<file path="config.mk">
export PLATFORM = sky130hd
export DESIGN_NAME = beampos_counter
export DESIGN_NICKNAME = d
export VERILOG_FILES = /design/src/rtl/beampos_pkg.sv /design/src/rtl/beampos_row_select.sv /design/src/rtl/beampos_row_remap.sv /design/src/rtl/beampos_hpos.sv /design/src/rtl/beampos_counter.sv
export SDC_FILE = /design/constraint.sdc
export NUM_CORES = 1
export LEC_CHECK = 0
export BUFFER_PORTS_ARGS = -buffer_cell sky130_fd_sc_hd__buf_2
export CELL_PAD_IN_SITES_DETAIL_PLACEMENT = 0
export CELL_PAD_IN_SITES_GLOBAL_PLACEMENT = 1
export CORE_MARGIN = 10
export CORE_UTILIZATION = 44
export CTS_CLUSTER_SIZE = 30
export DETAILED_ROUTE_END_ITERATION = 7
export GPL_ROUTABILITY_DRIVEN = 0
export PLACE_DENSITY_LB_ADDON = 0.1
export SYNTH_ARGS = -nofsm -noshare
export SYNTH_HDL_FRONTEND = slang
export SYNTH_SLANG_ARGS = --single-unit
</file>
<file path="constraint.sdc">
create_clock -name clk -period 5.3 [get_ports clk]
set_input_delay 0.795 -clock clk [delete_from_list [all_inputs] [get_ports clk]]
set_output_delay 0.795 -clock clk [all_outputs]
set_load 0.01 [all_outputs]
</file>
<file path="src/rtl/beampos_pkg.sv">
package beampos_pkg;

   typedef enum logic [1:0] {
      ACT_192     = 2'd0,
      ACT_224     = 2'd1,
      ACT_240     = 2'd2,
      ACT_192_ALT = 2'd3
   } act_lines_e;

   // Jump-back thresholds and step sizes per standard
   localparam int NTSC_THR_192 = 219;
   localparam int NTSC_THR_224 = 235;
   localparam int NTSC_STEP    = 6;
   localparam int PAL_THR_240  = 267;
   localparam int PAL_THR_224  = 259;
   localparam int PAL_THR_192  = 243;
   localparam int PAL_STEP     = 57;

   function automatic logic is_192(input act_lines_e a);
      return (a == ACT_192) || (a == ACT_192_ALT);
   endfunction

endpackage

</file>
<file path="src/rtl/beampos_row_select.sv">
module beampos_row_select #(
   parameter int ROW_W      = 9,
   parameter int COL_W      = 9,
   parameter int SWITCH_COL = 63,
   parameter int NTSC_LINES = 262,
   parameter int PAL_LINES  = 313
) (
   input  logic [ROW_W-1:0] row_i,
   input  logic [COL_W-1:0] col_i,
   input  logic             pal_i,
   output logic [ROW_W-1:0] src_row_o
);

   localparam logic [ROW_W-1:0] NTSC_LAST = ROW_W'(NTSC_LINES - 1);
   localparam logic [ROW_W-1:0] PAL_LAST  = ROW_W'(PAL_LINES - 1);
   localparam logic [COL_W-1:0] SWITCH    = COL_W'(SWITCH_COL);

   logic [ROW_W-1:0] last_row;
   logic             early;

   always_comb begin
      last_row = pal_i ? PAL_LAST : NTSC_LAST;
      early    = (col_i < SWITCH);
      if (!early) begin
         src_row_o = row_i;
      end else if (row_i == '0) begin
         src_row_o = last_row;
      end else begin
         src_row_o = row_i - ROW_W'(1);
      end
   end

endmodule

</file>
<file path="src/rtl/beampos_row_remap.sv">
module beampos_row_remap
   import beampos_pkg::*;
#(
   parameter int ROW_W         = 9,
   parameter int OUT_W         = 8,
   parameter bit PAL192_ADJUST = 1'b1
) (
   input  logic [ROW_W-1:0] src_row_i,
   input  logic             pal_i,
   input  act_lines_e       act_i,
   output logic [OUT_W-1:0] vcount_o
);

   logic             pal192_en;
   logic             adj_en;
   logic [ROW_W-1:0] thr;
   logic [ROW_W-1:0] step;
   logic [ROW_W-1:0] adjusted;

   // Variant choice: whether 50 Hz with 192 lines also jumps back
   generate
      if (PAL192_ADJUST) begin : g_pal192_on
         assign pal192_en = 1'b1;
      end else begin : g_pal192_off
         assign pal192_en = 1'b0;
      end
   endgenerate

   always_comb begin
      adj_en = 1'b0;
      thr    = '0;
      step   = '0;
      if (pal_i) begin
         step = ROW_W'(PAL_STEP);
         if (act_i == ACT_240) begin
            adj_en = 1'b1;
            thr    = ROW_W'(PAL_THR_240);
         end else if (act_i == ACT_224) begin
            adj_en = 1'b1;
            thr    = ROW_W'(PAL_THR_224);
         end else begin
            adj_en = pal192_en;
            thr    = ROW_W'(PAL_THR_192);
         end
      end else begin
         step = ROW_W'(NTSC_STEP);
         if (act_i == ACT_224) begin
            adj_en = 1'b1;
            thr    = ROW_W'(NTSC_THR_224);
         end else if (is_192(act_i)) begin
            adj_en = 1'b1;
            thr    = ROW_W'(NTSC_THR_192);
         end
      end
      adjusted = (adj_en && (src_row_i >= thr)) ? (src_row_i - step) : src_row_i;
      vcount_o = adjusted[OUT_W-1:0];
   end

endmodule

</file>
<file path="src/rtl/beampos_hpos.sv">
module beampos_hpos #(
   parameter int COL_W      = 9,
   parameter int OUT_W      = 8,
   parameter int PIX_START  = 86,
   parameter int WRAP_LIMIT = 46,
   parameter int LINE_COLS  = 342
) (
   input  logic             clk,
   input  logic             rst_n,
   input  logic [COL_W-1:0] col_i,
   input  logic             strobe_i,
   output logic [OUT_W-1:0] hcount_o
);

   localparam int SW = COL_W + 2;
   localparam logic signed [SW-1:0] K_START = SW'(PIX_START);
   localparam logic signed [SW-1:0] K_LIMIT = -SW'(WRAP_LIMIT);
   localparam logic signed [SW-1:0] K_LINE  = SW'(LINE_COLS);

   logic [COL_W-1:0]        lat_q;
   logic signed [SW-1:0]    rel;

   always_ff @(posedge clk) begin
      if (!rst_n) begin
         lat_q <= '0;
      end else if (strobe_i) begin
         lat_q <= col_i;
      end
   end

   always_comb begin
      rel = $signed({2'b00, lat_q}) - K_START;
      if (rel < K_LIMIT) begin
         rel = rel + K_LINE;
      end
      hcount_o = rel[OUT_W:1];
   end

   p_latch_hold_r10: assert property (@(posedge clk) disable iff (!rst_n)
      !strobe_i |=> $stable(lat_q))
      else $error("held column changed without strobe");

   p_latch_load_r10: assert property (@(posedge clk) disable iff (!rst_n)
      strobe_i |=> (lat_q == $past(col_i)))
      else $error("held column missed strobe sample");

   p_pixel_zero_r9: assert property (@(posedge clk) disable iff (!rst_n)
      (strobe_i && col_i == COL_W'(PIX_START)) |=> (hcount_o == '0))
      else $error("pixel start column not read as zero");

endmodule

</file>
<file path="src/rtl/beampos_counter.sv">
module beampos_counter
   import beampos_pkg::*;
#(
   parameter int ROW_W         = 9,
   parameter int COL_W         = 9,
   parameter int OUT_W         = 8,
   parameter int LINE_COLS     = 342,
   parameter int SWITCH_COL    = 63,
   parameter int PIX_START     = 86,
   parameter int WRAP_LIMIT    = 46,
   parameter int NTSC_LINES    = 262,
   parameter int PAL_LINES     = 313,
   parameter bit PAL192_ADJUST = 1'b1
) (
   input  logic             clk,
   input  logic             rst_n,
   input  logic [ROW_W-1:0] row_i,
   input  logic [COL_W-1:0] col_i,
   input  logic             pal_i,
   input  logic [1:0]       act_i,
   input  logic             hlatch_i,
   output logic [OUT_W-1:0] vcount_o,
   output logic [OUT_W-1:0] hcount_o
);

   // Elaboration-time parameter checks
   generate
      if (PAL_LINES > (1 << ROW_W) || NTSC_LINES > (1 << ROW_W)) begin : g_bad_row_w
         $error("ROW_W too narrow for line count");
      end
      if (LINE_COLS > (1 << COL_W)) begin : g_bad_col_w
         $error("COL_W too narrow for line length");
      end
      if (OUT_W + 1 > COL_W + 1) begin : g_bad_out_w
         $error("OUT_W too wide for column path");
      end
   endgenerate

   act_lines_e       act_e;
   logic [ROW_W-1:0] src_row;
   logic [OUT_W-1:0] vnext;
   logic [OUT_W-1:0] vcount_q;

   assign act_e = act_lines_e'(act_i);

   beampos_row_select #(
      .ROW_W(ROW_W), .COL_W(COL_W), .SWITCH_COL(SWITCH_COL),
      .NTSC_LINES(NTSC_LINES), .PAL_LINES(PAL_LINES)
   ) u_rowsel (
      .row_i(row_i), .col_i(col_i), .pal_i(pal_i), .src_row_o(src_row)
   );

   beampos_row_remap #(
      .ROW_W(ROW_W), .OUT_W(OUT_W), .PAL192_ADJUST(PAL192_ADJUST)
   ) u_remap (
      .src_row_i(src_row), .pal_i(pal_i), .act_i(act_e), .vcount_o(vnext)
   );

   always_ff @(posedge clk) begin
      if (!rst_n) begin
         vcount_q <= '0;
      end else begin
         vcount_q <= vnext;
      end
   end

   assign vcount_o = vcount_q;

   beampos_hpos #(
      .COL_W(COL_W), .OUT_W(OUT_W), .PIX_START(PIX_START),
      .WRAP_LIMIT(WRAP_LIMIT), .LINE_COLS(LINE_COLS)
   ) u_hpos (
      .clk(clk), .rst_n(rst_n), .col_i(col_i), .strobe_i(hlatch_i), .hcount_o(hcount_o)
   );

   // Input contract
   p_col_range_r9: assert property (@(posedge clk) disable iff (!rst_n)
      col_i < COL_W'(LINE_COLS))
      else $error("column beyond line length");

   p_row_range_r2: assert property (@(posedge clk) disable iff (!rst_n)
      row_i < (pal_i ? ROW_W'(PAL_LINES) : ROW_W'(NTSC_LINES)))
      else $error("row beyond frame");

   // Behaviour across the row path
   p_ntsc240_pass_r5: assert property (@(posedge clk) disable iff (!rst_n)
      (!pal_i && act_i == 2'd2 && col_i >= COL_W'(SWITCH_COL))
      |=> (vcount_o == $past(row_i[OUT_W-1:0])))
      else $error("unadjusted row not passed through");

   p_first_row_wrap_r2: assert property (@(posedge clk) disable iff (!rst_n)
      (!pal_i && act_i == 2'd2 && col_i < COL_W'(SWITCH_COL) && row_i == '0)
      |=> (vcount_o == OUT_W'(NTSC_LINES - 1)))
      else $error("row zero early did not show last line");

   p_pal240_jump_r6: assert property (@(posedge clk) disable iff (!rst_n)
      (pal_i && act_i == 2'd2 && col_i >= COL_W'(SWITCH_COL) && row_i >= ROW_W'(PAL_THR_240))
      |=> (vcount_o == OUT_W'($past(row_i) - ROW_W'(PAL_STEP))))
      else $error("50 Hz 240-line jump missing");

endmodule

</file>
# == Word-level counts from Yosys, hierarchy flattened ==
# Index checks and enable logic that the tools add are counted.
# word_totals
register_bits,17
# classes
add_sub_neg,4
magnitude_cmp,3
n_eq_ne,3
n_mux,14
n_reduce_logical,4
# ops
cell,count
9-bit two-way mux,7
8-bit two-way mux,2
6-bit two-way mux,2
"10-bit by 7-bit < comparator with 1-bit output, second input constant",1
"9-bit by 7-bit subtractor with 10-bit output, second input constant",1
"9-bit adder, second input constant",1
9-bit greater-or-equal comparator,1
9-bit zero test,1
"9-bit by 6-bit < comparator with 1-bit output, second input constant",1
"9-bit by 1-bit subtractor with 9-bit output, second input constant",1
8-bit by 6-bit subtractor with 8-bit output,1
"2-bit equality test, second input constant",2
1-bit two-way mux,3
"2-bit by 1-bit equality test with 1-bit output, second input constant",1
2-bit zero test,1
1-bit logical AND,1
1-bit logical OR,1

# == Logic depth before layout (Yosys ltp) ==
# depth
depth_word,8
ltp_mapped,17

# == Hierarchy ==
# From an unflattened synthesis, not the netlist that was laid out.
# unflattened
cells_unflattened,226
area_unflattened_um2,1908.1
# modules_own_cells
module,n_inst,cells_per_inst,area_per_inst_um2
beampos_hpos,1,92,775.7
beampos_row_remap,1,71,625.6
beampos_row_select,1,47,296.5
beampos_counter,1,16,210.2

# == Least setup slack after synthesis ==
# Ideal clock, no wire load.
# synth_timing
kind,input to register
startpoint,in row_i[2]
endpoint,"reg vcount_q[6], in the netlist vcount_o[6]"
t_arrival_ns,3.436
slack_ns,1.743
path_stages,13
path_buffers,2
path_cell_list,buf_6 nor4_1 nand2_1 nor4_1 mux2_2 ha_1 nand4_1 nor3_1 o211ai_1 nand3_4 buf_6 and4_4 nor3_2
# synth_between
elab_chain_cells,6
word_cells_on_any_way,8
cone_classes,add/sub: 2; order compare: 1; mux: 3; reduce/logical: 2
# synth_rtl
element,line_no,text
"start, declared",beampos_counter.sv:17,"input logic [ROW_W-1:0] row_i,"
9-bit by 1-bit subtractor with 9-bit output or 9-bit zero test (tied branches),"beampos_row_select.sv:29, beampos_row_select.sv:26",
9-bit two-way mux,beampos_row_select.sv:26,end else if (row_i == '0) begin
9-bit two-way mux (*),beampos_row_select.sv:24,if (!early) begin
9-bit greater-or-equal comparator,beampos_row_remap.sv:55,adjusted = (adj_en && (src_row_i >= thr)) ? (src_row_i - step) : src_row_i;
1-bit logical AND,beampos_row_remap.sv:55,
8-bit two-way mux (*),beampos_row_remap.sv:55,
"end signal, assigned",beampos_counter.sv:63,vcount_q <= vnext;
"end, declared",beampos_counter.sv:42,logic [OUT_W-1:0] vcount_q;
# Mark *: on every way between the ends. The rest lies on a longest branch, timed or not.
# A chain may end at the register's enable or synchronous reset.

# == Worst setup path after layout ==
# layout_timing
startpoint,in col_i[6]
endpoint,"reg vcount_q[0], in the netlist vcount_o[0]"
# layout_between
elab_chain_cells,5
word_cells_on_any_way,6
cone_classes,add/sub: 1; order compare: 2; mux: 2; reduce/logical: 1
# layout_rtl
element,line_no,text
"start, declared",beampos_counter.sv:18,"input logic [COL_W-1:0] col_i,"
9-bit by 6-bit < comparator with 1-bit output (*),beampos_row_select.sv:23,early = (col_i < SWITCH);
9-bit two-way mux (*),beampos_row_select.sv:24,
9-bit greater-or-equal comparator,beampos_row_remap.sv:55,
1-bit logical AND,beampos_row_remap.sv:55,
8-bit two-way mux (*),beampos_row_remap.sv:55,
# Marked as above.

==> flow_summary.ini <==
[clock_network]
cts_tree = built
numCtsBuffers = 3
worst_skew_pair.late_latency_ns = 0.24
cts_sinks = 16
post_cts_buffers = 0
ctsHoldBuffers = 0
clock_path_buffers = 2
root_buffer = clkbuf_8
post_cts_resized = 0
cts-htree-levels = 1
path_clk_slew_ns = 0.06

[synthesis]
synth_commonest_cells = nor2_1 (22), ha_1 (21), inv_1 (17)
ys_warn_count = 0
ys.flop_type = dfxtp_1
synth_edf_count = 0
avgSynthCellArea_um2 = 8.09
synthCells = 231
synth_area_leaders = dfxtp_1 (17%), ha_1 (14%), mux2i_1 (7.0%), xnor2_1 (4.7%), nor2_1 (4.4%)
syn-num-nets = 277
synthesis.area_um2 = 1870
yosysMostFrequentCell = nor2_1
yosysTopAreaCell = dfxtp_1
ys_types = 55
async_reset_ff_share_pct = 0
yosysTopAreaCellShare_pct = 17.1
yosysSeqAreaShare_pct = 17.1
ys_ff_latch = 16

[global_route]
grt_pass1_wl_um = 7900
overflow = 0
first_global_vias = 1647
grt_max_degree = 18
antenna_found_initial = 0
track_usage_pct = 12.4

[worst_setup_path]
critPathMaxFanout = 17
r2r_slack_ns = 4.48
crit_path_start_kind = primary input
endpoint_kind = flip-flop
crit_required_ns = 5.47
worstSetupPathType = in -> reg
arrival_ns = 4.32

[timing]
drv_slew = 0
final.setup.worst_slack_ns = 1.16
tightest_slew_ns = 1.06
rsz0062_at_grt = no
fin_setup_tns_ns = 0
fin_crit_ns = 4.14
post-route-period-util_pct = 78.2
fmax_mhz = 241
skew_ns = 0
setup_viol = 0
hold_viol_final = 0
maxSlewHeadroom_pct = 29.2

[final_layout]
syn_to_final_growth_pct = 12.9
final_cells = 314
diodes = 0
layout.nets = 312
final_layout_size_suffix_gt1_share_pct = 21.6

[floorplan]
io_pins = 40
dieArea_um2 = 7250
die-height_um = 85.2
core_region_area_um2 = 4060
die_w_um = 85.2
rows = 23
start_util_pct = 46.0

[placed_design]
place_ws_ns = 0.935
dp_hpwl_um = 3850
io_buffers = 39
dpl.cell_count = 311

[drt]
drt-met1-wl_um = 2230
routed_wl_um = 4600
wl_per_cell_um = 14.6
dr.pass1.iters = 4
drcViolationCount = 0
drt-initial-drc-count = 129
met2_length_um = 2040
vias_per_cell = 5.54
highest_layer = met4
vias = 1739
antenna_left = 0
wl_met3_um = 295

[hold_path]
hold_path_class = reg -> reg

[power_and_ir_drop]
ir_drop_mv = 0.0685
power.density_nw_per_um2 = 197
leakage_nw = 0.995
p_total_uw = 415

[status]
run_status = finished clean

[run]
maxCapViolCount = 0
## cells by family (layout without fill, tap and decap cells)
group / after synthesis / after routing / share of synthesized area, %
flops: 16 / 16 / 17.1
mux: 16 / 16 / 8.77
buf+inv: 26 / 59 / 6.56
simple gates: 78 / 78 / 24.0
compound gates: 60 / 60 / 22.3
xor+xnor: 13 / 13 / 6.10
fa+ha+maj: 22 / 22 / 15.1
## report_power, final
part,internal (mW),switching (mW)
Clock,0.0502,0.0358
Sequential,0.132,0.00793
Combinational,0.0849,0.104
## cells in the final DEF, fill, tap and decap left out, types with 2 or more instances in the layout
cell type	count
a31oi_1	6
or2_2	2
nor3_1	7
and2_1	2
nand3_1	6
mux2_2	2
nor2b_1	5
buf_2	39
nor2_1	22
o211ai_1	2
nand4_1	2
o21bai_1	2
clkbuf_8	3
o22a_1	3
o21ai_1	3
nor3_2	2
a21o_1	4
xnor2_1	10
ha_1	21
xor2_1	3
mux2i_1	13
nand2b_1	2
dfxtp_1	16
a211oi_1	2
o21ai_0	10
nor4_1	5
inv_1	17
nand2_1	13
a21oi_1	15
## final cells by class
cell class | instances | area (um2)
Clock buffer | 3 | 41.3
Multi-Input combinational cell | 189 | 1430
Timing Repair Buffer | 39 | 195
Inverter | 17 | 63.8
Tap cell | 50 | 62.6
Sequential cell | 16 | 320
Fill cell | 414 | 1950
## routing by layer
metal	vias up	GRT usage [%]
met2	45	19.9
met3	2	3.06
met5	-	0
met4	0	2.10
li1	906	-
met1	786	16.5
## worst max-delay path: stages
cell and delay, ns:
buf_2 0.11, nor3_1 0.35, o21ai_1 0.45, nor4_1 0.44, mux2_2 0.43, ha_1 0.31
nand4_1 0.15, nor3_1 0.38, o211ai_1 0.25, nand3_4 0.23, mux2_1 0.34, nor2_1 0.08
## per-stage QoR
stage	utilization, %	hold WS (ns)	area, um2
after floorplan	-	0.525	1870
after global placement	50.9	0.544	2070
after detailed placement	50.9	0.549	2070
after CTS	52.0	0.558	2110
after global routing	52.0	0.606	2110
final	52.0	0.560	2110
## final timing paths
path	start	to	cells after the start
max	col_i[6]	vcount_o[0]	12
min	u_hpos.lat_q[5]	u_hpos.lat_q[5]	2
max reg2reg	u_hpos.lat_q[1]	u_hpos.lat_q[1]	2
min reg2reg	u_hpos.lat_q[5]	u_hpos.lat_q[5]	2
## flip-flops by register name, indices dropped and copies added (netlist names)
name and flops:
vcount_o 8, u_hpos.lat_q 8
(Power assumes the default switching activity.)
